File: config.mk
export PLATFORM = sky130hd
export DESIGN_NAME = iter_adder
export DESIGN_NICKNAME = d
export VERILOG_FILES = /design/src/rtl/iter_adder.sv
export SDC_FILE = /design/constraint.sdc
export NUM_CORES = 1
export LEC_CHECK = 0
export ABC_AREA = 1
export CAP_MARGIN = 30
export CORE_MARGIN = 2
export CORE_UTILIZATION = 45
export CTS_CLUSTER_DIAMETER = 60
export DETAILED_ROUTE_END_ITERATION = 12
export DONT_BUFFER_PORTS = 1
export PLACE_DENSITY = 0.6
export SKIP_CTS_REPAIR_TIMING = 1
export SYNTH_ARGS = -nofsm -noshare
export SYNTH_HDL_FRONTEND = slang
export SYNTH_SLANG_ARGS = --single-unit
File: constraint.sdc
create_clock -name clk -period 2.1 [get_ports clk]
set_input_delay 0.525 -clock clk [delete_from_list [all_inputs] [get_ports clk]]
set_output_delay 0.525 -clock clk [all_outputs]
set_load 0.02 [all_outputs]
File: src/rtl/iter_adder.sv
module iter_adder #(
  parameter int W = 32
) (
  input  logic         clk,
  input  logic         rst,
  input  logic         start,
  input  logic [W-1:0] opa,
  input  logic [W-1:0] opb,
  output logic [W-1:0] sum,
  output logic         carry_out,
  output logic         term
);
  localparam int CW = $clog2(W + 1) + 1;

  logic [W-1:0] a_q, b_q;
  logic [W-1:0] x_q, y_q;
  logic         sel, loaded, cout_q;

  logic [W-1:0] u, v, s_n, g;

  for (genvar i = 0; i < W; i++) begin : g_slice
    assign u[i]   = sel ? a_q[i] : x_q[i];
    assign v[i]   = sel ? b_q[i] : y_q[i];
    assign s_n[i] = u[i] ^ v[i];
    assign g[i]   = u[i] & v[i];
  end

  always_ff @(posedge clk) begin
    if (rst) begin
      a_q    <= '0;
      b_q    <= '0;
      x_q    <= '0;
      y_q    <= '0;
      sel    <= 1'b0;
      loaded <= 1'b0;
      cout_q <= 1'b0;
    end else if (start) begin
      a_q    <= opa;
      b_q    <= opb;
      sel    <= 1'b1;
      loaded <= 1'b1;
      cout_q <= 1'b0;
    end else begin
      x_q <= s_n;
      y_q <= {g[W-2:0], 1'b0};
      sel <= 1'b0;
      if (g[W-1]) cout_q <= 1'b1;
    end
  end

  assign sum       = x_q;
  assign carry_out = cout_q;
  assign term      = loaded & ~sel & ~(|y_q);

  logic [CW-1:0] cnt;
  always_ff @(posedge clk) begin
    if (rst)               cnt <= '0;
    else if (start)        cnt <= '0;
    else if (cnt < CW'(W)) cnt <= cnt + 1'b1;
  end

  a_r3_no_term_in_select: assert property (@(posedge clk) disable iff (rst)
    sel |-> !term);

  a_r2_start_opens_select: assert property (@(posedge clk) disable iff (rst)
    start |=> (sel && !term));

  a_r8_select_single_cycle: assert property (@(posedge clk) disable iff (rst)
    (sel && !start) |=> !sel);

  a_r6_latency_bound: assert property (@(posedge clk) disable iff (rst)
    (loaded && !sel && cnt >= CW'(W)) |-> term);

  a_r4_result_matches: assert property (@(posedge clk) disable iff (rst)
    term |-> ({carry_out, sum} == ({1'b0, a_q} + {1'b0, b_q})));

  a_r7_result_holds: assert property (@(posedge clk) disable iff (rst)
    (term && !start) |=> (term && $stable(sum) && $stable(carry_out)));
endmodule

# Word level (Yosys, flattened, before mapping)

Cells that the tools add are included.

Register bits: 130
Logic and storage cells: 142
Input port bits: 67

Bitwise operators: 68
Reductions and logical operators: 2
Multiplexer cells: 65

Operators by type and width:

| cell                | number |
|---|---|
| 2-to-1 mux 1 bit    | 65 |
| bitwise AND 1 bit   | 34 |
| bitwise XOR 1 bit   | 32 |
| OR reduction 31 bit | 1 |
| NOT 1 bit           | 2 |
| OR reduction 2 bit  | 1 |

# Longest topological paths before layout

Word-level depth: 3
Depth in mapped cells: 8
Depth with buffers taken out: 6

# Worst setup path before layout

OpenSTA, ideal clock, no wires.

Path type: reg2out
Start point: register sel
End point: output term
Required time: 1.575 ns
Stages on the path, launching flop included: 6
Path slack: 0.435 ns
Arrival time: 1.140 ns
Cells stage by stage: dfxtp_1 buf_2 or2_2 nor2_1 nand3_1 nor2_1

Cells in the longest elaborated chain, start to end: 3

RTL lines:

| item                            | RTL line | text |
|---|---|---|
| start: declaration              | 17       | `logic sel, loaded, cout_q;` |
| start signal: assignment        | 34       | `sel <= 1'b0;` |
| start signal: assignment        | 40       | `sel <= 1'b1;` |
| start signal: assignment        | 46       | `sel <= 1'b0;` |
| NOT 1 bit                       | 53       | `assign term = loaded & ~sel & ~(\|y_q);` |
| bitwise AND 1 bit (2 in series) | 53       |  |
| end: declaration                | 11       | `output logic term` |

Every way passes these cells.

# Worst setup path in the final report

Ends and elaborated chain as after synthesis.

==> results_dict.tcl <==
set metrics [dict create \
    outcome "finished clean" \
    rsz0062_at_grt "false" \
    wl_per_cell_um 13.58 \
    final_antenna_net_count 0 \
    synth_edf_count 0 \
    fin_tns_setup_ns 0 \
    clock.fmax_ghz 0.5086 \
    path_class "reg -> out" \
    ys_warn_count 0 \
    first_global_vias 4485 \
    syn_avg_cell_area_um2 7.392 \
    avgViaCountPerCell 5.103 \
    hold_viol_final 0 \
    numPortBuffers 0 \
    fin_skew_ns 0.006219 \
    start_util 0.4638 \
    cts-root-buf "clkbuf_16" \
    cts_buffers 17 \
    ys_types 18 \
    instances_no_fill 916 \
    dp_hpwl_um 7694 \
    route.met3.wl_um 872 \
    track_usage 0.2000 \
    overflow 0 \
    maxSlewViolCount 0 \
    cts_sinks 130 \
    dr.first_iter.drc_count 343 \
    yosysMostFrequentCell "nand2_1" \
    max_slew.worst_pin.slew_ns 0.6756 \
    dp_cells 884 \
    period_share 0.9364 \
    drive_gt1_frac 0.06016 \
    drcViolationCount 0 \
    grt_max_degree 127 \
    slew-limit-headroom 0.5496 \
    path_max_fanout 2 \
    synth_top_area_frac 0.4633 \
    end_kind "primary output" \
    ys_seq_area_frac 0.4633 \
    ir_drop_mv 0.5667 \
    place_area_mm2 0.005699 \
    fin_util 0.5227 \
    hold_ws_ns 0.1744 \
    cts.path.max_buffers 2 \
    power.leakage_nw 2.484 \
    ioPinCount 101 \
    die-area_mm2 0.01339 \
    layout.nets 834 \
    fp.dieW_um 115.7 \
    antenna_cells 0 \
    htreeDepth 4 \
    place_ws_ns 0.5452 \
    synth_area_leaders "dfxtp_1 46%, nand2_1 13%, o21ai_0 8.9%, ha_1 7.1%, nand3_1 5.8%" \
    dieHeight_um 115.7 \
    period_minus_slack_ns 1.966 \
    cts_tree "done" \
    routedLengthMet1_um 5893 \
    drt-total-wl_um 12440 \
    syn_inst 760 \
    cp.arrival_ns 1.44 \
    synthTopCellsByCount "199 x nand2_1, 130 x dfxtp_1, 100 x o21ai_0" \
    startpoint_type "flop" \
    wl_met2_um 5427 \
    core_area_mm2 0.01211 \
    ys.flop_type "dfxtp_1" \
    drv_cap 0 \
    syn-cell-area_mm2 0.005618 \
    syn_nets 859 \
    gp_congestion 0.7285 \
    power_mw 6.068 \
    fin_ws_ns 0.1336 \
    grt_pass1_wl_um 21110 \
    cts.clk_slew.worst_paths_ns 0.06 \
    ys_ff_latch 130 \
    antenna_found_initial 0 \
    setup_violations 0 \
    fin_area_mm2 0.006331 \
    drt_pass1_iterations 7 \
    cp.required_ns 1.57 \
    clk_latency_ns 0.41 \
    synth_top_cell_by_area "dfxtp_1" \
    async_flop_share 0 \
    hold_class "in -> reg" \
    highest-signal-layer "met4" \
    row_count 40 \
    area_growth_syn_to_layout_pct 12.69 \
    powerDensity_mw_per_mm2 958.4 \
    vias 4674 \
]
-- area by class of cell --
cell class	count	area, um2
multi-input combinational	509	2522
tap	168	210.2
fill	1213	5781
timing repair buffer	9	105.1
sequential	130	2606
inverter	68	257.7
clock inverter	10	155.1
clock buffer	22	474.2
-- worst max-delay path, stage by stage (launching register included) --
cell,delay (ns)
dfxtp_4,0.35
or2_2,0.28
nor2_1,0.10
nand3_1,0.07
nor2_1,0.09
buf_4,0.15
-- per-layer routing --
layer  global-route usage  vias up
li1                     -     2433
met1               0.2596     2121
met2               0.3057      100
met3              0.06904       20
met4              0.08175        0
met5                    0        -
-- where the power goes --
part / switching, mW / leakage [nW] / internal (mW)
clock: 1.05 / 0.306 / 2.07
sequential: 0.0746 / 1.06 / 2.56
combinational: 0.206 / 1.12 / 0.108
-- flip-flops by register name, summed over array words and instances, names as in the netlist --
signal	flops
a_q	32
y_q	31
b_q	32
sel	1
carry_out	1
loaded	1
sum	32
-- cell families after synthesis --
logic type | Yosys count | share of synthesized area
buffers and inverters | 121 | 0.08820
adders and majority gates | 32 | 0.07127
DFF | 130 | 0.4633
AOI/OAI and AO/OA | 191 | 0.1706
and+or+nand+nor | 286 | 0.2067
-- final timing paths --
check | from | end | slack, ns | depth (start not counted)
max | sel | term | 0.13 | 5
min | rst | a_q[22] | 0.17 | 1
max reg2reg | sel | sum[26] | 0.46 | 5
min reg2reg | b_q[0] | b_q[0] | 0.45 | 2
-- layout by cell type, fill, tap and decap left out --
cell and n:
nand2_1 199, dfxtp_1 129, o21ai_0 100, inv_1 66
nand3_1 65, a21oi_1 64, ha_1 32, o21ai_1 26
nor2_1 18, clkbuf_16 17, buf_4 6, bufinv_16 4
clkinv_2 4, clkbuf_8 3, buf_12 3, clkbuf_1 2
clkinvlp_4 2, nor3_1 1, or2_2 1, nor2_2 1
a21boi_0 1, inv_4 1, inv_2 1, nand2_2 1
dfxtp_4 1
Power figures use the tool's default switching activity.
